**src/rtl/rx_pause_throttle.sv**
```systemverilog
module rx_pause_throttle #(
  parameter bit BYTE_TICK = 1'b0,
  parameter int QW = 16
) (
  input  logic          clk,
  input  logic          rst_n,
  input  logic          fc_en,
  input  logic          fwd_en,
  input  logic          quanta_vld,
  input  logic [QW-1:0] quanta,
  input  logic          frame_busy,
  input  logic          bit_tick,
  output logic          tx_hold,
  output logic          pause_flag,
  output logic          fwd_pulse
);
  localparam int TPQ = BYTE_TICK ? 64 : 512;
  localparam int PW = $clog2(TPQ);

  logic          active, pending, fwd_q;
  logic [QW-1:0] rem, held;
  logic [PW-1:0] pre;

  wire take = quanta_vld & fc_en;
  wire zero = (quanta == '0);
  wire unit_done = bit_tick & (pre == PW'(TPQ - 1));

  always_ff @(posedge clk) begin
    if (!rst_n) begin
      active  <= 1'b0;
      pending <= 1'b0;
      rem     <= '0;
      held    <= '0;
      pre     <= '0;
    end else if (!fc_en || (take && zero)) begin
      active  <= 1'b0;
      pending <= 1'b0;
    end else if (take && (active || !frame_busy)) begin
      active  <= 1'b1;
      pending <= 1'b0;
      rem     <= quanta;
      pre     <= '0;
    end else if (take) begin
      pending <= 1'b1;
      held    <= quanta;
    end else if (pending && !frame_busy) begin
      active  <= 1'b1;
      pending <= 1'b0;
      rem     <= held;
      pre     <= '0;
    end else if (active && bit_tick) begin
      pre <= unit_done ? '0 : pre + PW'(1);
      if (unit_done) begin
        if (rem == QW'(1)) active <= 1'b0;
        else rem <= rem - QW'(1);
      end
    end
  end

  always_ff @(posedge clk) begin
    if (!rst_n) fwd_q <= 1'b0;
    else        fwd_q <= quanta_vld & fwd_en;
  end

  assign tx_hold    = active | pending;
  assign pause_flag = active;
  assign fwd_pulse  = fwd_q;
endmodule

```
**config.mk**
```make
export PLATFORM = sky130hd
export DESIGN_NAME = rx_pause_throttle
export DESIGN_NICKNAME = d
export VERILOG_FILES = /design/src/rtl/rx_pause_throttle.sv
export SDC_FILE = /design/constraint.sdc
export NUM_CORES = 1
export LEC_CHECK = 0
export BUFFER_PORTS_ARGS = -buffer_cell sky130_fd_sc_hd__clkbuf_2
export CORE_MARGIN = 2
export CORE_UTILIZATION = 52
export DETAILED_ROUTE_END_ITERATION = 16
export PLACE_DENSITY_LB_ADDON = 0.15
export SYNTH_ARGS = -nofsm -noshare
export SYNTH_HDL_FRONTEND = slang
export SYNTH_SLANG_ARGS = --single-unit
```
**constraint.sdc**
```tcl
create_clock -name clk -period 4.82 [get_ports clk]
set_clock_uncertainty 0.1 [all_clocks]
set_input_delay 0.964 -clock clk [delete_from_list [all_inputs] [get_ports clk]]
set_output_delay 0.964 -clock clk [all_outputs]
set_load 0.02 [all_outputs]
```
# Word level (Yosys, flattened, before mapping)

Index checks and enable logic that the tools add are counted.

Bitwise gates (word level): 7
Equal/unequal tests: 4
$add $sub $neg: 2
Mux-type cells: 19
Reductions and logical operators: 19

Operator list:

| operator                                                                 | number |
|---|---|
| 16-bit 2-to-1 mux                                                        | 6 |
| 9-bit 2-to-1 mux                                                         | 5 |
| 16-bit by 1-bit equality test with 1-bit output (second input constant)  | 1 |
| 16-bit zero test                                                         | 1 |
| 16-bit by 1-bit subtractor with 16-bit output (second input constant)    | 1 |
| 9-bit by 1-bit adder with 9-bit output (second input constant)           | 1 |
| 9-bit equality test (second input constant)                              | 1 |
| 3-bit nonzero test                                                       | 3 |
| 1-bit 2-to-1 mux                                                         | 8 |
| 3-bit AND reduction                                                      | 2 |
| 5-bit AND reduction                                                      | 1 |
| 1-bit logical AND                                                        | 4 |
| 4-bit AND reduction                                                      | 1 |
| 1-bit AND                                                                | 3 |
| 3-bit inequality test (second input constant)                            | 1 |
| 1-bit inverter                                                           | 3 |
| 3-bit OR reduction                                                       | 1 |
| 1-bit zero test                                                          | 2 |
| 1-bit logical OR                                                         | 2 |
| 2-bit by 1-bit inequality test with 1-bit output (second input constant) | 1 |
| 2-bit nonzero test                                                       | 1 |
| 2-bit OR reduction                                                       | 1 |
| 1-bit bitwise OR                                                         | 1 |

Logic and storage cells: 57
Output and inout port bits: 3
Bits in registers: 44

# Longest topological paths before layout

Gate-level depths: netlist of the first run.

Depth in word-level cells: 7
Mapped depth: 10
Gate-level depth less buffers: 9

# Worst setup path before layout of the first run

No wires, ideal clock.

Path type: in2reg
From: input frame_busy
To: register rem[11]
Arrival time: 2.464 ns
Slack: 2.165 ns
Setup time: 0.091 ns
Stages: 7
Buffers on the path: 2
Path through: or2b_1 -> clkdlybuf4s15_1 -> a21oi_1 -> and3_1 -> nor2_1 -> buf_4 -> a311oi_1

Longest elaborated chain between the ends: 5

Ends and longest elaborated chain:

| item                                                               | RTL line | RTL |
|---|---|---|
| start: declaration                                                 | 11       | `input logic frame_busy,` |
| 1-bit zero test (*)                                                | 38, 46   |  |
| 1-bit logical OR or 1-bit logical AND (tied branches)              | 38, 46   |  |
| 1-bit logical AND or 16-bit 2-to-1 mux (tied branches)             | 38, 46   |  |
| 3-bit inequality test (no line) (tied with other cells)            | --       |  |
| 5-bit AND reduction (no line) or 16-bit 2-to-1 mux (tied branches) | --       |  |
| end signal: assignment                                             | 41       | `rem <= quanta;` |
| end signal: assignment                                             | 49       | `rem <= held;` |
| end signal: assignment                                             | 55       | `else rem <= rem - QW'(1);` |
| end: declaration                                                   | 21       | `logic [QW-1:0] rem, held;` |

Every way passes the cells marked *; elsewhere a longest branch is shown, timed or not. The select of a mux whose other input is x is not followed.
A chain may end at the register's enable or synchronous reset.

# Worst setup path in the final report of the first run

From: input frame_busy
To: register rem[4]

The elaborated chain is that of the path after synthesis.

==> impl_metrics.toml, run 1 <==
[status]
status = "complete, no violations"

[place]
placed_cell_area_sq_um = 2609
post-place-cells = 384
gp_congestion = 0.8798
io_buffers = 25
dp_slack_ns = 1.443
dp_hpwl_microns = 4701

[logic_synthesis]
synth.top_cells.by_count = "44 x dfxtp_1, 44 x nand2_1, 41 x a21oi_1"
synth_edf_count = 0
synth.avg_cell_area_sq_um = 7.812
netlist_area_sq_um = 2500
yosysTopAreaCellShare = 0.3524
ys_types = 54
synth_warnings = 0
mappedNetlistNets = 347
yosysTopAreaCell = "dfxtp_1"
synth_flop_cell = "dfxtp_1"
synth-seq-area-share = 0.3524
synthCells = 320
synth_async_sr_flop_share = 0
yosys-top-cells-area = "dfxtp_1 35%, a21oi_1 8.2%, nand2_1 6.6%, nand3_1 6.2%, a311oi_1 3.5%"
synth_seq_cells = 44

[floorplan]
initial_core_util = 0.5328
die_area_sq_um = 5378
chipWidth_microns = 73.34
core_sq_um = 4692
rows = 25
die_h_microns = 73.34
io_pins = 26

[clock_network]
root_buffer = "clkbuf_8"
cts_resized = 0
cts_tree = "yes"
hold_buffers = 0
post_cts_buffers = 0
cts_buffer_depth = 2
cts.htree.levels = 2
cts-buffers-inserted = 5
clk_pin_slew_ns = 0.08
insertion_delay_ns = 0.30
clock-sinks = 44

[power]
leakagePower_nw = 0.9998
p_total_mw = 0.7717
ir_worst_vdd_v = 0.0001625
p_per_area_nw_per_um2 = 287.3

[worst_setup_path]
crit_path_max_incr_delay_ns = 0.60
critical_path_arrival_ns = 3.25
critPathMaxFanout = 12
crit_slowest_cell = "nand3_1"
rr_worst_depth = 5
cp.required_ns = 4.95
path_class = "in -> reg"
critical_path.cell_chain = "clkbuf_2 -> or2b_1 -> a21oi_1 -> nand3_1 -> nand2_1 -> mux2i_1"
start_kind = "input port"
end_kind = "register"

[detailed_routing]
viasPerCell = 6.550
drt-pass1-iter-count = 4
maxUsedRoutingLayer = "met4"
wl_per_cell_microns = 17.09
dr.first_iter.drc_count = 112
ant_nets = 0
vias = 2561
met3_length_microns = 409
met2RoutedLength_microns = 3102
drc = 0
wl_met1_microns = 3097
drt-total-wl_microns = 6683

[layout]
area_growth_pct = 7.458
nFillCells = 471
drive_gt1_frac = 0.1335
antennaDiodeCount = 0
fin_cells = 391
design_area_sq_um = 2686
post-route-util = 0.5725
nets = 364

[sta]
period_needed_ns = 3.119
tightest_slew_ns = 1.088
setup_violations = 0
hold_viol = 0
fmax_ghz = 0.3207
whs_ns = 0.3556
fin_tns_setup_ns = 0
min_period_over_period = 0.6470
setup_slack_ns = 1.701
maxSlewViolCount = 0
rsz0062_at_grt = "false"
slew_headroom = 0.2749

[global_routing]
grt_max_degree = 33
antenna_found_initial = 0
grt.total_usage = 0.2695
grt_pass1_vias = 2362
grt_pass1_wl_microns = 11380
gr-total-overflow = 0

[hold_path]
min_path_cells = 2
hp-class = "reg -> reg"

[run]
cap_violations = 0
-- worst max-delay path, delay by kind of cell --
kind / cells / cell delay (ns)
simple gates: 3 / 1.32
compound gates: 1 / 0.58
mux: 1 / 0.23
buf+inv: 1 / 0.15
-- cells in the final DEF, fill, tap and decap left out, types with 2 or more instances in the layout --
cell type  instances
nand4_1            2
a211oi_1           4
o41ai_1            2
a21oi_1           41
clkbuf_8           5
o211ai_1           8
clkbuf_2          25
inv_1              7
mux2i_1            3
nand2_1           44
buf_4              4
o2111ai_1          2
o31ai_1           10
a22oi_1            2
ha_1               4
or4_2              2
o21ai_0           14
nand3_1           31
nor2_1            12
or3_1              9
xnor2_1            3
or4_1              7
dfxtp_1           44
or2_2              3
and3_1             4
nor4_1             7
a311oi_1          10
and2_1             2
a31oi_1            3
-- worst paths after layout --
kind	from	end	slack (ns)
setup / recovery	frame_busy	rem[4]	1.70
hold / removal	held[9]	held[9]	0.36
setup reg to reg	rem[2]	rem[4]	1.97
hold reg to reg	held[9]	held[9]	0.36
-- where the power goes --
part / internal (mW) / switching (mW) / total, mW / leakage, nW
sequential: 0.375 / 0.0120 / 0.387 / 0.357
clock: 0.0988 / 0.126 / 0.225 / 0.0410
combinational: 0.0664 / 0.0932 / 0.160 / 0.602
total: 0.540 / 0.232 / 0.772 / 1.00
-- kinds of logic after synthesis --
group	count (synthesis)	share of synthesized area
compound gates	106	0.2728
xor+xnor	4	0.01402
fa+ha+maj	4	0.02002
buf+inv	26	0.05606
flops	44	0.3524
mux	3	0.01201
simple gates	133	0.2728
-- routing by layer --
layer / track usage / vias up
met4: 0.07071 / 0
li1: - / 1251
met5: 0 / -
met2: 0.4174 / 72
met3: 0.06584 / 8
met1: 0.3768 / 1230
-- flip-flops by register name, indices dropped and copies added (netlist names) --
signal,count
fwd_pulse,1
held,16
pause_flag,1
pending,1
pre,9
rem,16
-- cell type report --
| type | count | area, sq um | area share |
|---|---|---|---|
| Clock inverter | 1 | 5.005 | 0.001863 |
| Clock buffer | 6 | 72.57 | 0.02701 |
| Sequential cell | 44 | 880.8 | 0.3279 |
| Timing Repair Buffer | 29 | 155.1 | 0.05776 |
| Tap cell | 54 | 67.56 | 0.02515 |
| Multi-Input combinational cell | 250 | 1479 | 0.5505 |
| Inverter | 7 | 26.28 | 0.009781 |
Power figures use the tool's default switching activity.
==> run 2, diff against run 1 <==
==> constraint.sdc (replaced) <==
create_clock -name clk -period 2.8 [get_ports clk]
set_clock_uncertainty 0.1 [all_clocks]
set_input_delay 0.56 -clock clk [delete_from_list [all_inputs] [get_ports clk]]
set_output_delay 0.56 -clock clk [all_outputs]
set_load 0.02 [all_outputs]
==> run 2 against run 1 <==
  * Sequential power increased by 72%
  * Non-clock buffer count increased by 10
  * Utilization increased by 2.4 points
  * Die area unchanged
  * Clock power increased by 120%
  * Flip-flop and latch count unchanged
  * Total power increased by 86%
  * Combinational power increased by 78%
  * Critical path depth increased by 3
==> impl_metrics.toml, run 2 (synthesis results as in run 1) <==
[global_routing]
grt_pass1_vias = 2326
grt.total_usage = 0.2748
grt_max_degree = 25
gr-total-overflow = 0
antenna_found_initial = 0
grt_pass1_wl_microns = 11380

[detailed_routing]
wl_per_cell_microns = 16.96
drt-total-wl_microns = 6817
viasPerCell = 6.271
drc = 0
ant_nets = 0
vias = 2521
dr.first_iter.drc_count = 241
drt-pass1-iter-count = 5

[floorplan]
io_pins = 26
initial_core_util = 0.5328
die_area_sq_um = 5378
core_sq_um = 4692
chipWidth_microns = 73.34
die_h_microns = 73.34
rows = 25

[power]
p_per_area_nw_per_um2 = 513.6
ir_worst_vdd_v = 0.0003520
cellInternalPower_mw = 1.034
clockPowerShare = 0.338
leakagePower_nw = 1.054
switching_share = 0.2811
pwr-share-seq = 0.463
switchingPower_mw = 0.4041
combPwrFrac = 0.199

[layout]
reg_top3 = "held (16), rem (16), pre (9)"
seqCellArea_sq_um = 880.8
area_growth_pct = 11.96
nFillCells = 414
drive_gt1_frac = 0.1638
multi_input_area_sq_um = 1486
mostFrequentLayoutCells = "44 x nand2_1, 44 x dfxtp_1, 41 x a21oi_1, 31 x nand3_1, 25 x clkbuf_2"
antennaDiodeCount = 0
nets = 374

[place]
io_buffers = 25
dp_slack_ns = 0.09203
dp_hpwl_microns = 5046
gp_congestion = 0.8651

[run]
cap_violations = 0

[sta]
slew_headroom = 0.6025
setup_violations = 0
whs_ns = 0.3561
hold_viol = 0
maxSlewViolCount = 0
setup_slack_ns = 0.2482
tightest_slew_ns = 0.5908
min_period_over_period = 0.9114
fin_tns_setup_ns = 0
rsz0062_at_grt = "false"
period_needed_ns = 2.552
fmax_ghz = 0.3919

[clock_network]
insertion_delay_ns = 0.31
post_cts_buffers = 0
clk_pin_slew_ns = 0.09
cts_tree = "yes"
clock-sinks = 44
cts_buffer_depth = 2
cts.htree.levels = 2
root_buffer = "clkbuf_8"
hold_buffers = 0
cts-buffers-inserted = 5

[status]
status = "complete, no violations"

[worst_setup_path]
worstSetupStartpoint = "pre[0]"
worstReg2RegStart = "pre[0]"
critPathMaxFanout = 12
r2r-end = "rem[12]"
ff2ff_setup_slack_ns = 0.25
endpoint = "rem[12]"
rr_worst_depth = 9
end_kind = "register"
start_kind = "register"
path_class = "reg -> reg"
cp.required_ns = 2.91
critical_path_arrival_ns = 2.67

[hold_path]
hp-class = "reg -> reg"
## run 2: changes by cell type in the layout (fill, tap and decap cells not counted)
cell	before	now
o211a_1	1	0
bufinv_16	0	1
buf_4	4	14
o211a_4	0	1
## run 2: worst max-delay path: stages (launching register included)
cell,delay (ns)
dfxtp_1,0.38
ha_1,0.24
nand3_1,0.09
nor2_1,0.12
ha_1,0.21
a22oi_1,0.08
o22ai_1,0.34
o211a_4,0.34
nand2_1,0.20
o41ai_1,0.35
## run 2: worst min path at each step
stage | endpoint | cells past startpoint | start | slack (ns)
after floorplan | held[12] | 2 | held[12] | 0.33
after global placement | held[12] | 2 | held[12] | 0.34
after detailed placement | held[12] | 2 | held[12] | 0.35
after CTS | held[12] | 2 | held[12] | 0.36
after global routing | held[6] | 2 | held[6] | 0.38
final | held[12] | 2 | held[12] | 0.36
## run 2: through the flow
| step | utilization | instance area [sq um] | std cells | total power, mW |
|---|---|---|---|---|
| after CTS | 0.5949 | 2791 | 402 | 1.435 |
| after global placement | 0.5720 | 2684 | 394 | 0.9580 |
| final | 0.5965 | 2799 | 402 | 1.438 |
| after detailed placement | 0.5720 | 2684 | 394 | 0.9577 |
| after floorplan | - | 2500 | 320 | 0.8730 |
| after global routing | 0.5965 | 2799 | 402 | 1.493 |
## run 2: power groups by stage
stage                     sequential, mW  combinational, mW  clock (mW)
after floorplan                    0.675              0.198           0
after global placement             0.681              0.277           0
after detailed placement           0.680              0.277           0
after CTS                          0.666              0.280       0.489
after global routing               0.669              0.314       0.510
final                              0.666              0.285       0.486
## run 2: repair_timing
item | CTS | global route
endpoints found under the setup margin | 0 | 1
endpoints found under the hold margin | 0 | 0
gates resized for setup | 0 | 2
## run 2: area by class of cell
class	count	area share
Tap cell	54	0.02414
Multi-Input combinational cell	250	0.5311
Clock inverter	2	0.01252
Inverter	7	0.009388
Sequential cell	44	0.3147
Timing Repair Buffer	39	0.08225
Clock buffer	6	0.02593
## run 2: metal layers
layer	track usage	share of wire	wire length [microns]
met2	0.4424	0.47	3227
met3	0.05213	0.076	518
met5	0	0	0
met1	0.3810	0.44	2996
met4	0.06869	0.011	75
